File: config.mk
export PLATFORM = sky130hd
export DESIGN_NAME = audio_port_csr
export DESIGN_NICKNAME = d
export VERILOG_FILES = /design/src/rtl/audio_port_csr_pkg.sv /design/src/rtl/apc_ctrl.sv /design/src/rtl/apc_status.sv /design/src/rtl/audio_port_csr.sv
export SDC_FILE = /design/constraint.sdc
export NUM_CORES = 1
export LEC_CHECK = 0
export BUFFER_PORTS_ARGS = -buffer_cell sky130_fd_sc_hd__buf_2
export CAP_MARGIN = 20
export CORE_MARGIN = 1
export CORE_UTILIZATION = 45
export CTS_CLUSTER_SIZE = 8
export DETAILED_ROUTE_END_ITERATION = 10
export GPL_TIMING_DRIVEN = 0
export PLACE_DENSITY = 0.85
export RECOVER_POWER = 25
export SETUP_SLACK_MARGIN = 0.02
export SLEW_MARGIN = 20
export SYNTH_ARGS = -nofsm -noshare
export SYNTH_HDL_FRONTEND = slang
export SYNTH_HIERARCHICAL = 1
export SYNTH_SLANG_ARGS = --single-unit
File: constraint.sdc
create_clock -name clk -period 2.6 [get_ports clk]
set_input_delay 0.65 -clock clk [delete_from_list [all_inputs] [get_ports clk]]
set_output_delay 0.65 -clock clk [all_outputs]
set_load 0.05 [all_outputs]
File: src/rtl/audio_port_csr_pkg.sv
package audio_port_csr_pkg;
  localparam int BIT_EN     = 0;
  localparam int BIT_DMA    = 1;
  localparam int BIT_FRST   = 2;
  localparam int BIT_SRST   = 3;
  localparam int IE_LSB     = 8;
  localparam int FLAG_LSB   = 16;
  localparam int NUM_FLAGS  = 5;
  localparam int NUM_STICKY = 3;
  localparam int IDX_WARN   = 3;
  localparam int IDX_REQ    = 4;

  typedef struct packed {
    logic [NUM_STICKY-1:0] clrSticky;
    logic                  holdClear;
  } csrStrobe_t;
endpackage

File: src/rtl/apc_ctrl.sv
module apc_ctrl
  import audio_port_csr_pkg::*;
#(
  parameter int WM_W = 5
) (
  input  logic                 clk,
  input  logic                 rstN,
  input  logic                 wrEn,
  input  logic                 addr,
  input  logic [31:0]          wrData,
  input  logic                 frameEnd,
  output csrStrobe_t           strobe,
  output logic [NUM_FLAGS-1:0] ieMask,
  output logic                 dmaEn,
  output logic                 enable,
  output logic                 swRst,
  output logic                 fifoPtrReset,
  output logic [WM_W-1:0]      watermark
);
  logic wrCsr, wrWm, offPending;
  logic unusedWrBits;

  assign wrCsr = wrEn && !addr;
  assign wrWm  = wrEn && addr;
  assign unusedWrBits = ^{wrData[31:FLAG_LSB+NUM_STICKY], wrData[IE_LSB-1:BIT_SRST+1]};

  always_comb begin
    strobe.clrSticky = wrCsr ? wrData[FLAG_LSB +: NUM_STICKY] : '0;
    strobe.holdClear = swRst;
  end

  always_ff @(posedge clk) begin
    if (!rstN) begin
      ieMask       <= '0;
      dmaEn        <= 1'b0;
      swRst        <= 1'b0;
      fifoPtrReset <= 1'b0;
      watermark    <= '0;
      enable       <= 1'b0;
      offPending   <= 1'b0;
    end else begin
      fifoPtrReset <= wrCsr && wrData[BIT_FRST];
      if (wrCsr) begin
        ieMask <= wrData[IE_LSB +: NUM_FLAGS];
        dmaEn  <= wrData[BIT_DMA];
        swRst  <= wrData[BIT_SRST];
      end
      if (wrWm) watermark <= wrData[WM_W-1:0];
      if (wrCsr && wrData[BIT_EN]) begin
        enable     <= 1'b1;
        offPending <= 1'b0;
      end else if (offPending && frameEnd) begin
        enable     <= 1'b0;
        offPending <= 1'b0;
      end else if (wrCsr && !wrData[BIT_EN] && enable) begin
        offPending <= 1'b1;
      end
    end
  end
endmodule

File: src/rtl/apc_status.sv
module apc_status
  import audio_port_csr_pkg::*;
#(
  parameter bit DIR_TX = 1'b1,
  parameter int DEPTH  = 32,
  parameter int LVL_W  = 6,
  parameter int WM_W   = 5
) (
  input  logic                  clk,
  input  logic                  rstN,
  input  csrStrobe_t            strobe,
  input  logic [NUM_STICKY-1:0] evt,
  input  logic [LVL_W-1:0]      fifoLevel,
  input  logic [WM_W-1:0]       watermark,
  input  logic [NUM_FLAGS-1:0]  ieMask,
  input  logic                  dmaEn,
  output logic [NUM_FLAGS-1:0]  flags,
  output logic                  irq,
  output logic                  dmaReq
);
  logic warnNext, reqNext;

  for (genvar i = 0; i < NUM_STICKY; i++) begin : g_sticky
    always_ff @(posedge clk) begin
      if (!rstN || strobe.holdClear) flags[i] <= 1'b0;
      else if (evt[i])               flags[i] <= 1'b1;
      else if (strobe.clrSticky[i])  flags[i] <= 1'b0;
    end
  end

  if (DIR_TX) begin : g_tx
    assign warnNext = (fifoLevel == LVL_W'(0));
    assign reqNext  = (fifoLevel <= LVL_W'(watermark));
  end else begin : g_rx
    assign warnNext = (fifoLevel == LVL_W'(DEPTH));
    assign reqNext  = (fifoLevel > LVL_W'(watermark));
  end

  always_ff @(posedge clk) begin
    if (!rstN) begin
      flags[IDX_WARN] <= 1'b0;
      flags[IDX_REQ]  <= 1'b0;
    end else begin
      flags[IDX_WARN] <= warnNext;
      flags[IDX_REQ]  <= reqNext;
    end
  end

  assign irq    = |(flags & ieMask);
  assign dmaReq = dmaEn && flags[IDX_REQ];
endmodule

File: src/rtl/audio_port_csr.sv
module audio_port_csr
  import audio_port_csr_pkg::*;
#(
  parameter bit DIR_TX = 1'b1,
  parameter int DEPTH  = 32,
  localparam int LVL_W = $clog2(DEPTH + 1),
  localparam int WM_W  = $clog2(DEPTH)
) (
  input  logic             clk,
  input  logic             rstN,
  input  logic             wrEn,
  input  logic             addr,
  input  logic [31:0]      wrData,
  output logic [31:0]      rdData,
  input  logic             evWordStart,
  input  logic             evSyncErr,
  input  logic             evFifoErr,
  input  logic             frameEnd,
  input  logic [LVL_W-1:0] fifoLevel,
  output logic             irq,
  output logic             dmaReq,
  output logic             xferEnable,
  output logic             fifoPtrReset,
  output logic             dpReset
);
  csrStrobe_t            strobe;
  logic [NUM_FLAGS-1:0]  ieMask, flags;
  logic [NUM_STICKY-1:0] evt;
  logic [WM_W-1:0]       watermark;
  logic                  dmaEn, enable, swRst;

  assign evt = {evFifoErr, evSyncErr, evWordStart};

  apc_ctrl #(.WM_W(WM_W)) u_ctrl (
    .clk(clk), .rstN(rstN), .wrEn(wrEn), .addr(addr), .wrData(wrData),
    .frameEnd(frameEnd), .strobe(strobe), .ieMask(ieMask), .dmaEn(dmaEn),
    .enable(enable), .swRst(swRst), .fifoPtrReset(fifoPtrReset),
    .watermark(watermark)
  );

  apc_status #(.DIR_TX(DIR_TX), .DEPTH(DEPTH), .LVL_W(LVL_W), .WM_W(WM_W)) u_status (
    .clk(clk), .rstN(rstN), .strobe(strobe), .evt(evt), .fifoLevel(fifoLevel),
    .watermark(watermark), .ieMask(ieMask), .dmaEn(dmaEn), .flags(flags),
    .irq(irq), .dmaReq(dmaReq)
  );

  always_comb begin
    rdData = '0;
    if (addr) begin
      rdData[WM_W-1:0] = watermark;
    end else begin
      rdData[BIT_EN]                 = enable;
      rdData[BIT_DMA]                = dmaEn;
      rdData[BIT_SRST]               = swRst;
      rdData[IE_LSB +: NUM_FLAGS]    = ieMask;
      rdData[FLAG_LSB +: NUM_FLAGS]  = flags;
    end
  end

  assign xferEnable = enable;
  assign dpReset    = swRst;
endmodule

Word level (Yosys, flattened, before mapping)
Index checks and enable logic that the tools add are counted.
Word-level totals
  input port bits: 46
  bits in registers: 20
  word-level logic and storage cells: 48
  output and inout bits: 37
Cells by class
  reductions and logical operators: 19
  muxes and demuxes: 15
  order comparisons: 1
  bitwise gates (word level): 2
Operator list (count)
  $mux W1: 11
  $mux W5: 2
  $logic_and A1 B1 Y1: 8
  $reduce_bool A2 Y1: 4
  $le A6 B5 Y1: 1
  $logic_not A6 Y1: 1
  $and A5 B5 Y5: 1
  $reduce_or A5 Y1: 1
  $logic_not A1 Y1: 3
  $mux W3: 1
  $reduce_or A3 Y1: 1
  $mux W2: 1
  $logic_or A1 B1 Y1: 1
  $not A1 Y1: 1

Logic depth before layout (Yosys ltp)
Gate-level depths: netlist of the first run.
  word-level depth: 5
  mapped depth: 7
  mapped depth without buffers: 6

Modules after synthesis
Netlist of the first run, hierarchy kept.
By module, submodules not included
  apc_ctrl: cells each 70, area each 675.6 um^2, times used 1, sequential area each 300.3 um^2
  apc_status: cells each 40, area each 327.8 um^2, times used 1, sequential area each 100.1 um^2
  audio_port_csr: cells each 34, area each 254.0 um^2, times used 1, sequential area each 0.0 um^2

Worst setup path before layout of the first run
Ideal clock, no wire load.
  kind: input-to-output
  start: input addr
  end: output rdData[10]
  arrival time: 1460 ps
  slack: 490 ps
  path buffers: 1
  required time: 1950 ps
  cell stages on the path: 2
  cells stage by stage: buf_6 -> nor2b_1
Between the ends
  word-level cells in the longest chain between the ends: 1
Ends and longest elaborated chain
  start: declaration: RTL line audio_port_csr.sv:12  | input logic addr,
  $mux W5: RTL line audio_port_csr.sv:49  | if (addr) begin
  end: declaration: RTL line audio_port_csr.sv:14  | output logic [31:0] rdData,
No other way between the ends.

Final worst setup path of the first run
  start: input addr
  end: output rdData[1]
Between the ends
  word-level cells in the longest chain between the ends: 1
Ends and longest elaborated chain (RTL line)
  $mux W2: audio_port_csr.sv:49
No other way between the ends.

==> results of run 1 <==
## power groups by stage
stage	clock network [W]	logic, W	registers (W)
detailed placement	0	0.000229	0.000339
floorplan	0	0.000174	0.000342
global placement	0	0.000227	0.000339
global route	0.000268	0.000244	0.000335
CTS	0.000257	0.000230	0.000332
finish	0.000250	0.000226	0.000332
## sequential cells by signal (all words and copies together), names as in the netlist
register / cells
u_ctrl/dmaEn: 1
u_ctrl/enable: 1
u_ctrl/fifoPtrReset: 1
u_ctrl/ieMask: 5
u_ctrl/offPending: 1
u_ctrl/swRst: 1
u_ctrl/watermark: 5
u_status/flags: 5
## synthesized netlist by cell type, types with 4 or more instances
cell                       instances
sky130_fd_sc_hd__dfxtp_1          20
sky130_fd_sc_hd__inv_1             8
sky130_fd_sc_hd__a21boi_0          6
sky130_fd_sc_hd__nand2_1          22
sky130_fd_sc_hd__ha_1              5
sky130_fd_sc_hd__buf_4            18
sky130_fd_sc_hd__a21boi_2          7
sky130_fd_sc_hd__nor2_1            4
sky130_fd_sc_hd__nand3_1           8
sky130_fd_sc_hd__buf_6             4
sky130_fd_sc_hd__nor2b_1          10
sky130_fd_sc_hd__a21oi_1           4
## path summary, 6_finish.rpt
kind                             from             endpoint  cells after the start
setup reg to reg  u_ctrl/watermark[3]    u_status/flags[4]                      6
hold reg to reg   u_ctrl/watermark[2]  u_ctrl/watermark[2]                      2
hold / removal    u_ctrl/watermark[2]  u_ctrl/watermark[2]                      2
setup / recovery                 addr            rdData[1]                      3
## layout make-up
type / count / area share (%)
multi-input combinational: 109 / 43.13
sequential: 20 / 24.83
timing repair buffer: 46 / 14.12
buffer: 23 / 10.47
tap: 30 / 2.327
clock inverter: 1 / 1.862
inverter: 8 / 1.862
clock buffer: 3 / 1.396
## worst max-delay path, stage by stage
cell                       delay, ns
sky130_fd_sc_hd__clkbuf_1       0.27
sky130_fd_sc_hd__mux2_2         0.38
sky130_fd_sc_hd__buf_2          0.21
## routing by layer
metal,vias to the layer above,routed length [microns]
met5,-,0
met4,0,21
met3,4,153
met2,36,1295
met1,485,1116
li1,575,-
## metrics by stage
| step | hold slack (ns) | setup WS (ns) | cell area [sq um] | util [%] | power [W] |
|---|---|---|---|---|---|
| finish | 0.4854 | 0.4363 | 1613 | 62.82 | 0.0008078 |
| detailed placement | 0.4684 | 0.5531 | 1585 | 61.74 | 0.0005685 |
| global placement | 0.4654 | 0.5566 | 1585 | 61.74 | 0.0005654 |
| floorplan | 0.4515 | 0.4896 | 1318 | - | 0.0005164 |
| global route | 0.5085 | 0.3842 | 1613 | 62.82 | 0.0008464 |
| CTS | 0.4854 | 0.5531 | 1638 | 63.79 | 0.0008189 |
## kinds of logic after synthesis
kind of cell | after synthesis | share of synthesized area (%)
fa+ha+maj | 5 | 4.975
simple gates | 61 | 27.86
mux | 3 | 2.686
compound gates | 23 | 15.32
other cells | 1 | 0.2982
flops | 20 | 31.84
buf+inv | 31 | 17.01
## layout by cell type (no fill, tap or decap), drive strengths merged
cell type	instances
a211oi	1
a21boi	13
a21oi	4
a222oi	1
a22oi	2
and2	6
and2b	2
and3	2
and4b	1
buf	64
bufinv	1
clkbuf	8
conb	17
dfxtp	20
ha	5
inv	8
mux2	3
nand2	22
nand2b	3
nand3	8
nor2	4
nor2b	11
nor4	1
nor4b	1
o21a	1
o21ai	1
==> flow_summary.html, run 1 <==
<table>
<tr><th>Metric</th><th>Value</th></tr>
<tr><th colspan="2">Power and ir drop</th></tr>
<tr><td>Gate power share</td><td>27.9%</td></tr>
<tr><td>Power per cell area</td><td>500.9 mW/mm^2</td></tr>
<tr><td>Leak</td><td>0.8115 nW</td></tr>
<tr><td>Switching fraction of total power</td><td>31.65%</td></tr>
<tr><td>Total internal power</td><td>0.0005521 W</td></tr>
<tr><td>Largest vdd supply drop</td><td>0.4618 mV</td></tr>
<tr><td>Sequential share of power</td><td>between 40% and 50%</td></tr>
<tr><td>Clock network fraction of total power</td><td>between 30 and 40%</td></tr>
<tr><td>Net switching power of the design</td><td>0.0002557 W</td></tr>
<tr><th colspan="2">Job</th></tr>
<tr><td>Max-cap check violation count</td><td>0</td></tr>
<tr><th colspan="2">Floorplan</th></tr>
<tr><td>Number of rows in the core area</td><td>18</td></tr>
<tr><td>Die span in x</td><td>54.86 microns</td></tr>
<tr><td>Initial Utilization</td><td>48.98%</td></tr>
<tr><td>Standard cell core area</td><td>0.002567 sq mm</td></tr>
<tr><td>Die height</td><td>roughly 55 microns</td></tr>
<tr><td>Top-Level Pins</td><td>83</td></tr>
<tr><td>Full die area</td><td>0.003010 sq mm</td></tr>
<tr><th colspan="2">Timing</th></tr>
<tr><td>Final cycle utilization of the critical path</td><td>83.22%</td></tr>
<tr><td>Post-route setup TNS</td><td>0 ns</td></tr>
<tr><td>Max Fclk</td><td>0.4622 GHz</td></tr>
<tr><td>Total count of hold-check failures in the final report</td><td>0</td></tr>
<tr><td>Number of setup violations in the final report</td><td>0</td></tr>
<tr><td>Unrepaired setup endpoints after global routing</td><td>false</td></tr>
<tr><td>Min Tclk post-route</td><td>2.164 ns</td></tr>
<tr><td>Count of final max-slew check failures</td><td>0</td></tr>
<tr><td>Final worst clock skew</td><td>0.001144 ns</td></tr>
<tr><th colspan="2">Clock network</th></tr>
<tr><td>Clock-pin slew reported for the worst setup and hold paths after clock tree synthesis</td><td>about 0.11 ns</td></tr>
<tr><td>Total CTS buffers</td><td>3</td></tr>
<tr><td>Clk Tree Root Cell</td><td>sky130_fd_sc_hd__clkbuf_4</td></tr>
<tr><td>Level count of the clock H-tree</td><td>1</td></tr>
<tr><td>Post-CTS Setup Bufs</td><td>0</td></tr>
<tr><td>CTS resizes</td><td>0</td></tr>
<tr><td>Hold-fix buffers, CTS</td><td>0</td></tr>
<tr><td>Number of clock sinks</td><td>20</td></tr>
<tr><td>Max Buffers Root-to-Sink</td><td>2</td></tr>
<tr><td>Clock latency on the worst-skew pair</td><td>0.29 ns</td></tr>
<tr><td>CTS tree</td><td>done</td></tr>
<tr><th colspan="2">Global routing</th></tr>
<tr><td>Global Route met1 Usage</td><td>a little under a quarter</td></tr>
<tr><td>First-pass GRT wire length</td><td>4043 microns</td></tr>
<tr><td>Initial antenna violation count</td><td>0</td></tr>
<tr><td>GRT Resource Usage Total</td><td>a little under a fifth</td></tr>
<tr><td>Global routing met2 resource utilization</td><td>33.73%</td></tr>
<tr><td>Final global-route overflow total</td><td>0</td></tr>
<tr><td>Via count of the first global-routing pass</td><td>930</td></tr>
<tr><td>GRT met3 Usage</td><td>4.444%</td></tr>
<tr><td>GRT Max-Usage Layer</td><td>met2</td></tr>
<tr><td>Largest net degree at the start of global routing</td><td>13</td></tr>
<tr><th colspan="2">Layout</th></tr>
<tr><td>Number of non-filler instances in the completed layout</td><td>240</td></tr>
<tr><td>Layout-stage area growth over the synthesis result</td><td>28.26%</td></tr>
<tr><td>Area of the multi-input gates</td><td>695.7 sq um</td></tr>
<tr><td>Storage element area</td><td>around 400 sq um</td></tr>
<tr><td>Number of fill cells</td><td>243</td></tr>
<tr><td>Share of cells above drive strength 1</td><td>40.48%</td></tr>
<tr><td>Diode count</td><td>0</td></tr>
<tr><td>Number of nets in the layout</td><td>262</td></tr>
<tr><th colspan="2">Routing</th></tr>
<tr><td>Remaining antenna violation count</td><td>0</td></tr>
<tr><td>Vias after detailed routing</td><td>between 1000 and 1500</td></tr>
<tr><td>Routed WL per cell</td><td>roughly 11 microns</td></tr>
<tr><td>First-pass DRT Iterations</td><td>5</td></tr>
<tr><td>Remaining design rule violation count</td><td>0</td></tr>
<tr><td>DR iter-0 viols</td><td>18</td></tr>
<tr><td>Total detailed-routing wirelength</td><td>2586 microns</td></tr>
<tr><td>Via density per instance</td><td>approximately 4.6</td></tr>
<tr><th colspan="2">Placement</th></tr>
<tr><td>Placed instance count</td><td>236</td></tr>
<tr><td>Count of port buffers added during placement</td><td>46</td></tr>
<tr><td>Routability cong.</td><td>0.7781</td></tr>
<tr><td>Half-perimeter wire length of the detailed placement result</td><td>2117 microns</td></tr>
<tr><th colspan="2">Worst setup path</th></tr>
<tr><td>Crit start category</td><td>primary input</td></tr>
<tr><td>Setup slack of the worst register-to-register path</td><td>1.32 ns</td></tr>
<tr><td>Arrival time at the worst endpoint</td><td>1.51 ns</td></tr>
<tr><td>WP data required</td><td>1.95 ns</td></tr>
<tr><td>Classification of the worst setup path</td><td>in2out</td></tr>
<tr><td>Biggest fanout along the worst timing path</td><td>7</td></tr>
<tr><td>Endpoint class of the critical path</td><td>output pin</td></tr>
<tr><th colspan="2">Yosys</th></tr>
<tr><td>Fraction of the yosys area taken by sequential cells</td><td>31.84%</td></tr>
<tr><td>Combined area of all synthesized cells</td><td>0.001257 sq mm</td></tr>
<tr><td>Average cell area after synthesis</td><td>8.732 sq um</td></tr>
<tr><td>Synth top area cells</td><td>sky130_fd_sc_hd__dfxtp_1, sky130_fd_sc_hd__buf_4, sky130_fd_sc_hd__nand2_1</td></tr>
<tr><td>Post-synth top flop</td><td>sky130_fd_sc_hd__dfxtp_1</td></tr>
<tr><td>Number of register bits inferred by synthesis</td><td>20</td></tr>
<tr><td>Fraction of registers with async set/reset</td><td>0%</td></tr>
<tr><td>Cells after Synth</td><td>144</td></tr>
<tr><td>Top-area cell type share of the netlist area</td><td>31.84%</td></tr>
<tr><td>Number of warning messages in the yosys log</td><td>6</td></tr>
<tr><td>Cell accounting for the most synthesized area</td><td>sky130_fd_sc_hd__dfxtp_1</td></tr>
<tr><td>Number of different library cells in the post-synthesis netlist</td><td>31</td></tr>
<tr><td>EDFF count, synth</td><td>0</td></tr>
<tr><th colspan="2">Run status</th></tr>
<tr><td>Result of the run</td><td>finished, final reports clean</td></tr>
<tr><th colspan="2">Worst hold path</th></tr>
<tr><td>Worst hold path class</td><td>reg2reg</td></tr>
</table>
Note: power is estimated with default switching activity, not from simulation.
==> inputs of run 2 (changes only) <==
CORE_UTILIZATION = 38   (was 45)
PLACE_DENSITY = 0.77   (was 0.85)
clock period = 1.9 ns   (was 2.6 ns; I/O delays follow)
==> flow_summary.html, run 2 (synthesis gave the netlist of run 1 again) <==
<table>
<tr><th>Metric</th><th>Value</th></tr>
<tr><th colspan="2">Worst setup path</th></tr>
<tr><td>Classification of the worst setup path</td><td>reg2out</td></tr>
<tr><td>Critical path's top delay family</td><td>flip-flops</td></tr>
<tr><td>WP data required</td><td>1.42 ns (-0.53 ns)</td></tr>
<tr><td>WP buf/inv</td><td>1 (-1)</td></tr>
<tr><td>Crit-path cells</td><td>a222oi_1, nand2_1, buf_6</td></tr>
<tr><td>Arrival time at the worst endpoint</td><td>1.28 ns (-0.23 ns)</td></tr>
<tr><td>Biggest fanout along the worst timing path</td><td>3 (-4)</td></tr>
<tr><td>Delay of the slowest critical-path stage</td><td>0.34 ns (-0.04 ns)</td></tr>
<tr><td>Endpoint class of the critical path</td><td>output pin</td></tr>
<tr><td>Standard cell with the maximum stage delay on the critical path</td><td>sky130_fd_sc_hd__dfxtp_1</td></tr>
<tr><td>Crit start category</td><td>flop</td></tr>
<tr><th colspan="2">Layout</th></tr>
<tr><td>Number of nets in the layout</td><td>262 (unchanged)</td></tr>
<tr><td>Storage element area</td><td>400.4 sq um (unchanged)</td></tr>
<tr><td>Area of the multi-input gates</td><td>691.9 sq um (-0.54%)</td></tr>
<tr><td>Highest-count cells in the layout ignoring fill and taps</td><td>sky130_fd_sc_hd__buf_2, sky130_fd_sc_hd__nand2_1, sky130_fd_sc_hd__dfxtp_1, sky130_fd_sc_hd__buf_4, sky130_fd_sc_hd__conb_1</td></tr>
<tr><td>Layout-stage area growth over the synthesis result</td><td>29.95%</td></tr>
<tr><td>Biggest regs</td><td>u_ctrl/ieMask: 5 flops, u_ctrl/watermark: 5 flops, u_status/flags: 5 flops</td></tr>
<tr><td>Most frequent standard cell in the layout excluding fill and tap cells</td><td>sky130_fd_sc_hd__buf_2</td></tr>
<tr><td>Diode count</td><td>0 (unchanged)</td></tr>
<tr><td>Number of non-filler instances in the completed layout</td><td>254 (+5.8%)</td></tr>
<tr><td>Number of fill cells</td><td>327 (+35%)</td></tr>
<tr><td>Share of cells above drive strength 1</td><td>40.48% (unchanged)</td></tr>
<tr><td>Final core area utilization</td><td>52.66% (-10 points)</td></tr>
<tr><th colspan="2">Placement</th></tr>
<tr><td>Placed instance count</td><td>250 (+5.9%)</td></tr>
<tr><td>Routability cong.</td><td>0.7214 (-7.3%)</td></tr>
<tr><td>Count of port buffers added during placement</td><td>46 (unchanged)</td></tr>
<tr><td>Half-perimeter wire length of the detailed placement result</td><td>2078 microns (-1.8%)</td></tr>
<tr><th colspan="2">Floorplan</th></tr>
<tr><td>Number of rows in the core area</td><td>20 (+2)</td></tr>
<tr><td>Die span in x</td><td>59.53 microns (+8.5%)</td></tr>
<tr><td>Top-Level Pins</td><td>83 (unchanged)</td></tr>
<tr><td>Full die area</td><td>0.003543 sq mm (+18%)</td></tr>
<tr><td>Standard cell core area</td><td>0.003103 sq mm (+21%)</td></tr>
<tr><td>Initial Utilization</td><td>40.52% (-8.5 points)</td></tr>
<tr><td>Die height</td><td>59.53 microns (+8.5%)</td></tr>
<tr><th colspan="2">Timing</th></tr>
<tr><td>Min Tclk post-route</td><td>1.753 ns</td></tr>
<tr><td>Final worst clock skew</td><td>0.006658 ns (+0.005514 ns)</td></tr>
<tr><td>Max Fclk</td><td>0.5705 GHz</td></tr>
<tr><td>Final cycle utilization of the critical path</td><td>between 90% and 100%</td></tr>
<tr><td>Unrepaired setup endpoints after global routing</td><td>false</td></tr>
<tr><td>Count of final max-slew check failures</td><td>0 (unchanged)</td></tr>
<tr><td>Post-route setup TNS</td><td>0 ns (unchanged)</td></tr>
<tr><td>Number of setup violations in the final report</td><td>0 (unchanged)</td></tr>
<tr><td>Total count of hold-check failures in the final report</td><td>0 (unchanged)</td></tr>
<tr><td>Final Hold Slack</td><td>0.3672 ns (-0.1182 ns)</td></tr>
<tr><th colspan="2">Routing</th></tr>
<tr><td>Via density per instance</td><td>4.272 (-6.8%)</td></tr>
<tr><td>DR iter-0 viols</td><td>33 (+15)</td></tr>
<tr><td>Total detailed-routing wirelength</td><td>2559 microns (-1.0%)</td></tr>
<tr><td>Remaining antenna violation count</td><td>0 (unchanged)</td></tr>
<tr><td>Routed WL per cell</td><td>10.07 microns (-6.5%)</td></tr>
<tr><td>Remaining design rule violation count</td><td>0 (unchanged)</td></tr>
<tr><td>First-pass DRT Iterations</td><td>4 (-1)</td></tr>
<tr><td>Vias after detailed routing</td><td>1085 (-1.4%)</td></tr>
<tr><th colspan="2">Global routing</th></tr>
<tr><td>First-pass GRT wire length</td><td>4084 microns (+1.0%)</td></tr>
<tr><td>Initial antenna violation count</td><td>0 (unchanged)</td></tr>
<tr><td>Final global-route overflow total</td><td>0 (unchanged)</td></tr>
<tr><td>GRT Resource Usage Total</td><td>15.31% (-3.6 points)</td></tr>
<tr><td>Largest net degree at the start of global routing</td><td>13 (unchanged)</td></tr>
<tr><td>Via count of the first global-routing pass</td><td>957 (+2.9%)</td></tr>
<tr><th colspan="2">Clock network</th></tr>
<tr><td>Clock latency on the worst-skew pair</td><td>0.30 ns (about the same)</td></tr>
<tr><td>Post-CTS Setup Bufs</td><td>0 (unchanged)</td></tr>
<tr><td>Number of clock sinks</td><td>20 (unchanged)</td></tr>
<tr><td>Total CTS buffers</td><td>3 (unchanged)</td></tr>
<tr><td>Level count of the clock H-tree</td><td>1 (unchanged)</td></tr>
<tr><td>Max Buffers Root-to-Sink</td><td>2 (unchanged)</td></tr>
<tr><td>Clock-pin slew reported for the worst setup and hold paths after clock tree synthesis</td><td>0.12 ns (about the same)</td></tr>
<tr><td>Clk Tree Root Cell</td><td>sky130_fd_sc_hd__clkbuf_4</td></tr>
<tr><td>CTS tree</td><td>done</td></tr>
<tr><th colspan="2">Job</th></tr>
<tr><td>Max-cap check violation count</td><td>0 (unchanged)</td></tr>
<tr><th colspan="2">Power and ir drop</th></tr>
<tr><td>Largest vdd supply drop</td><td>0.5804 mV (+26%)</td></tr>
<tr><td>Leak</td><td>0.8144 nW (+0.36%)</td></tr>
<tr><td>Power per cell area</td><td>679.7 mW/mm^2 (+36%)</td></tr>
<tr><th colspan="2">Worst hold path</th></tr>
<tr><td>Worst hold path class</td><td>in2reg</td></tr>
<tr><th colspan="2">Run status</th></tr>
<tr><td>Result of the run</td><td>finished, final reports clean</td></tr>
</table>
[run 2: worst min-delay path, delay by kind of cell]
family | cells | cell delay (ns)
compound gates | 1 | 0.03
buf+inv | 1 | 0.08
simple gates | 1 | 0.06
[run 2: path summary, 6_finish.rpt]
check                       to  slack (ns)                start  cells past startpoint
max                        irq        0.15    u_status/flags[0]                      3
min          u_status/flags[0]        0.37          evWordStart                      3
max reg2reg  u_status/flags[4]        0.60  u_ctrl/watermark[4]                      6
min reg2reg   u_ctrl/ieMask[0]        0.49     u_ctrl/ieMask[0]                      2
[run 2: cell type report]
type	instances	share of cell area [%]
Buffer	23	10.34
Clock buffer	3	1.378
Clock inverter	1	1.838
Inverter	8	1.838
Multi-Input combinational cell	109	42.34
Sequential cell	20	24.50
Tap cell	44	3.369
Timing Repair Buffer	46	14.40
[run 2: report_power, final]
group	switching [W]	internal (W)	total [W]	leakage, nW
clock network	0.000133	0.000213	0.000346	0.0279
logic	0.000205	0.000105	0.000310	0.623
registers	0.0000148	0.000439	0.000454	0.164
total	0.000353	0.000758	0.00111	0.814
[run 2: what timing repair did]
item                                    in CTS  in global routing
resized for setup                            0                  3
endpoints found under the setup margin       0                  1
hold buffers                                 0                  0
[run 2: through the flow]
stage               worst slack, ns  area [sq um]   power, W
floorplan                    0.1396          1318  0.0007066
global placement             0.1924          1603  0.0007739
detailed placement           0.1889          1603  0.0007787
CTS                          0.1175          1655   0.001125
global route                0.02254          1634   0.001168
finish                       0.1472          1634   0.001111
[run 2: metal layers]
layer,wire (microns),global-route usage [%],share of wire (%),vias to the layer above
li1,-,-,-,573
met1,1219,19.87,48,476
met2,1180,26.00,46,36
met3,159,4.803,6.2,0
met4,0,0.9967,0,0
met5,0,0,0,-
==> inputs of run 3 (changes only) <==
REMOVE_ABC_BUFFERS = 1   (was default)
clock period = 1.6 ns   (was 1.9 ns; I/O delays follow)
==> flow_summary.html, run 3 (synthesis gave the netlist of run 1 again) <==
<table>
<tr><th>Metric</th><th>Value</th></tr>
<tr><th colspan="2">Placement</th></tr>
<tr><td>Placed Area</td><td>0.001419 sq mm (-11%)</td></tr>
<tr><td>Half-perimeter wire length of the detailed placement result</td><td>1886 microns (-9.2%)</td></tr>
<tr><td>Placed instance count</td><td>227 (-9.2%)</td></tr>
<tr><td>Routability cong.</td><td>0.7642 (+5.9%)</td></tr>
<tr><td>Count of port buffers added during placement</td><td>46 (unchanged)</td></tr>
<tr><th colspan="2">Timing</th></tr>
<tr><td>Final setup margin</td><td>-0.1442 ns (-0.2914 ns)</td></tr>
<tr><td>Final Hold Slack</td><td>0.3061 ns (-0.06106 ns)</td></tr>
<tr><td>Worst Max-Slew Pin Slew</td><td>0.5373 ns</td></tr>
<tr><td>Count of final max-slew check failures</td><td>0 (unchanged)</td></tr>
<tr><td>Total count of hold-check failures in the final report</td><td>0 (unchanged)</td></tr>
<tr><td>Max Fclk</td><td>0.5733 GHz</td></tr>
<tr><td>Number of setup violations in the final report</td><td>1 (+1)</td></tr>
<tr><td>Final worst clock skew</td><td>0.002755 ns (-0.003904 ns)</td></tr>
<tr><td>Min Tclk post-route</td><td>around 1.7 ns</td></tr>
<tr><td>Unrepaired setup endpoints after global routing</td><td>true</td></tr>
<tr><td>Max-Slew Margin vs Limit</td><td>64.02%</td></tr>
<tr><td>Final cycle utilization of the critical path</td><td>109.0%</td></tr>
<tr><td>Post-route setup TNS</td><td>-0.1442 ns (-0.1442 ns)</td></tr>
<tr><th colspan="2">Layout</th></tr>
<tr><td>Layout-stage area growth over the synthesis result</td><td>18.81%</td></tr>
<tr><td>Most frequent standard cell in the layout excluding fill and tap cells</td><td>sky130_fd_sc_hd__buf_2</td></tr>
<tr><td>Diode count</td><td>0 (unchanged)</td></tr>
<tr><td>Highest-count cells in the layout ignoring fill and taps</td><td>sky130_fd_sc_hd__buf_2, sky130_fd_sc_hd__nand2_1, sky130_fd_sc_hd__dfxtp_1, sky130_fd_sc_hd__conb_1, sky130_fd_sc_hd__nor2b_1</td></tr>
<tr><td>Number of non-filler instances in the completed layout</td><td>232 (-8.7%)</td></tr>
<tr><td>Number of nets in the layout</td><td>240 (-8.4%)</td></tr>
<tr><td>Final instance area</td><td>0.001494 sq mm (-8.6%)</td></tr>
<tr><td>Biggest regs</td><td>u_ctrl/ieMask: 5 flops, u_ctrl/watermark: 5 flops, u_status/flags: 5 flops</td></tr>
<tr><td>Share of cells above drive strength 1</td><td>36.17% (-4.3 points)</td></tr>
<tr><th colspan="2">Floorplan</th></tr>
<tr><td>Die height</td><td>59.53 microns (unchanged)</td></tr>
<tr><td>Number of rows in the core area</td><td>20 (unchanged)</td></tr>
<tr><td>Initial Utilization</td><td>40.52% (unchanged)</td></tr>
<tr><td>Top-Level Pins</td><td>83 (unchanged)</td></tr>
<tr><td>Die span in x</td><td>59.53 microns (unchanged)</td></tr>
<tr><td>Full die area</td><td>0.003543 sq mm (unchanged)</td></tr>
<tr><td>Standard cell core area</td><td>0.003103 sq mm (unchanged)</td></tr>
<tr><th colspan="2">Clock network</th></tr>
<tr><td>Total CTS buffers</td><td>3 (unchanged)</td></tr>
<tr><td>Level count of the clock H-tree</td><td>1 (unchanged)</td></tr>
<tr><td>CTS tree</td><td>done</td></tr>
<tr><td>Max Buffers Root-to-Sink</td><td>2 (unchanged)</td></tr>
<tr><td>Clk Tree Root Cell</td><td>sky130_fd_sc_hd__clkbuf_4</td></tr>
<tr><td>Clock latency on the worst-skew pair</td><td>0.30 ns (about the same)</td></tr>
<tr><td>Hold-fix buffers, CTS</td><td>0 (unchanged)</td></tr>
<tr><td>Clock-pin slew reported for the worst setup and hold paths after clock tree synthesis</td><td>0.12 ns (about the same)</td></tr>
<tr><td>Number of clock sinks</td><td>20 (unchanged)</td></tr>
<tr><th colspan="2">Global routing</th></tr>
<tr><td>Via count of the first global-routing pass</td><td>870 (-9.1%)</td></tr>
<tr><td>GRT Resource Usage Total</td><td>14.20% (-1.1 points)</td></tr>
<tr><td>Initial antenna violation count</td><td>0 (unchanged)</td></tr>
<tr><td>Final global-route overflow total</td><td>0 (unchanged)</td></tr>
<tr><td>Largest net degree at the start of global routing</td><td>24 (+11)</td></tr>
<tr><td>First-pass GRT wire length</td><td>3781 microns (-7.4%)</td></tr>
<tr><th colspan="2">Job</th></tr>
<tr><td>Max-cap check violation count</td><td>0 (unchanged)</td></tr>
<tr><th colspan="2">Routing</th></tr>
<tr><td>Total length of routed met2 wires</td><td>1210 microns (+2.5%)</td></tr>
<tr><td>Vias after detailed routing</td><td>1023 (-5.7%)</td></tr>
<tr><td>Remaining design rule violation count</td><td>0 (unchanged)</td></tr>
<tr><td>Met1 wire length</td><td>1094 microns (-10%)</td></tr>
<tr><td>DR iter-0 viols</td><td>11 (-67%)</td></tr>
<tr><td>Via density per instance</td><td>4.409 (+3.2%)</td></tr>
<tr><td>Uppermost metal layer occupied by signal nets</td><td>met4</td></tr>
<tr><td>Routed WL per cell</td><td>10.56 microns (+4.9%)</td></tr>
<tr><td>Routed met3 length</td><td>135 microns (-15%)</td></tr>
<tr><td>Total detailed-routing wirelength</td><td>2451 microns (-4.2%)</td></tr>
<tr><td>Remaining antenna violation count</td><td>0 (unchanged)</td></tr>
<tr><td>First-pass DRT Iterations</td><td>5 (+1)</td></tr>
<tr><th colspan="2">Worst setup path</th></tr>
<tr><td>Delay of the slowest critical-path stage</td><td>0.42 ns (+0.08 ns)</td></tr>
<tr><td>WP buf/inv</td><td>1 (unchanged)</td></tr>
<tr><td>Biggest fanout along the worst timing path</td><td>2 (-1)</td></tr>
<tr><td>Arrival time at the worst endpoint</td><td>1.34 ns (+0.06 ns)</td></tr>
<tr><td>Standard cell with the maximum stage delay on the critical path</td><td>sky130_fd_sc_hd__a222oi_1</td></tr>
<tr><td>Critical path's top delay family</td><td>compound AO/OA/AOI/OAI gates</td></tr>
<tr><td>Crit-path cells</td><td>a222oi_1, nand2_1, buf_6</td></tr>
<tr><td>Classification of the worst setup path</td><td>reg2out</td></tr>
<tr><td>Crit start category</td><td>flop</td></tr>
<tr><td>WP data required</td><td>1.20 ns (-0.22 ns)</td></tr>
<tr><td>Endpoint class of the critical path</td><td>output pin</td></tr>
<tr><th colspan="2">Power and ir drop</th></tr>
<tr><td>Total power after layout</td><td>0.001280 W (+15%)</td></tr>
<tr><td>Leak</td><td>0.7076 nW (-13%)</td></tr>
<tr><td>Largest vdd supply drop</td><td>0.3898 mV (-33%)</td></tr>
<tr><td>Power per cell area</td><td>856.7 mW/mm^2 (+26%)</td></tr>
<tr><th colspan="2">Run status</th></tr>
<tr><td>Result of the run</td><td>finished with violations</td></tr>
<tr><td>Violations in the final reports</td><td>negative setup slack</td></tr>
<tr><th colspan="2">Worst hold path</th></tr>
<tr><td>Worst hold path class</td><td>in2reg</td></tr>
</table>
run 3: metal layers:
metal	global-route usage [%]	vias to the layer above
met4	3.987	0
met2	24.88	30
met1	17.29	461
li1	-	530
met3	3.275	2
met5	0	-
run 3: path summary, 6_finish.rpt:
check | start | endpoint | slack, ns | depth (start not counted)
max | u_status/flags[0] | irq | -0.14 | 3
min | evWordStart | u_status/flags[0] | 0.31 | 3
max reg2reg | u_ctrl/watermark[4] | u_status/flags[4] | 0.32 | 6
min reg2reg | u_ctrl/ieMask[2] | u_ctrl/ieMask[2] | 0.48 | 2
run 3: report_power, final:
group	internal [W]	total (W)	switching (W)
Clock	0.000253	0.000409	0.000156
Sequential	0.000522	0.000539	0.0000168
Combinational	0.0000954	0.000332	0.000236
run 3: worst reg2reg max path: cells and delay by family (launching register included):
kind / cells / cell delay (ns)
flip-flops: 1 / 0.36
AND/OR/NAND/NOR: 2 / 0.33
adder cells (fa/ha/maj): 1 / 0.30
AO/OA/AOI/OAI: 2 / 0.18
buffers and inverters: 1 / 0.05
run 3: through the flow:
| stage | setup WS [ns] | utilization (%) |
|---|---|---|
| 5_1_grt | -0.1976 | 48.15 |
| 3_3_place_gp | -0.1682 | 45.73 |
| 4_1_cts | -0.1453 | 48.10 |
| 6_report | -0.1442 | 48.15 |
| 2_1_floorplan | 0.1109 | - |
| 3_5_place_dp | -0.1737 | 45.73 |
run 3: final cells by class:
class,instances,area (sq um)
Timing Repair Buffer,47,256.5
Multi-Input combinational cell,109,698.2
Clock inverter,1,30.03
Inverter,8,30.03
Clock buffer,3,22.52
Sequential cell,20,401.6
Tap cell,44,55.05
Fill cell,319,1609
run 3: what timing repair did:
| item | 4_1_cts | 5_1_grt |
|---|---|---|
| setup endpoints to repair | 8 | 4 |
| pin swaps | 2 | 0 |
| setup buffers | 1 | 0 |
| gates resized for setup | 5 | 3 |
| cloned | 0 | 0 |
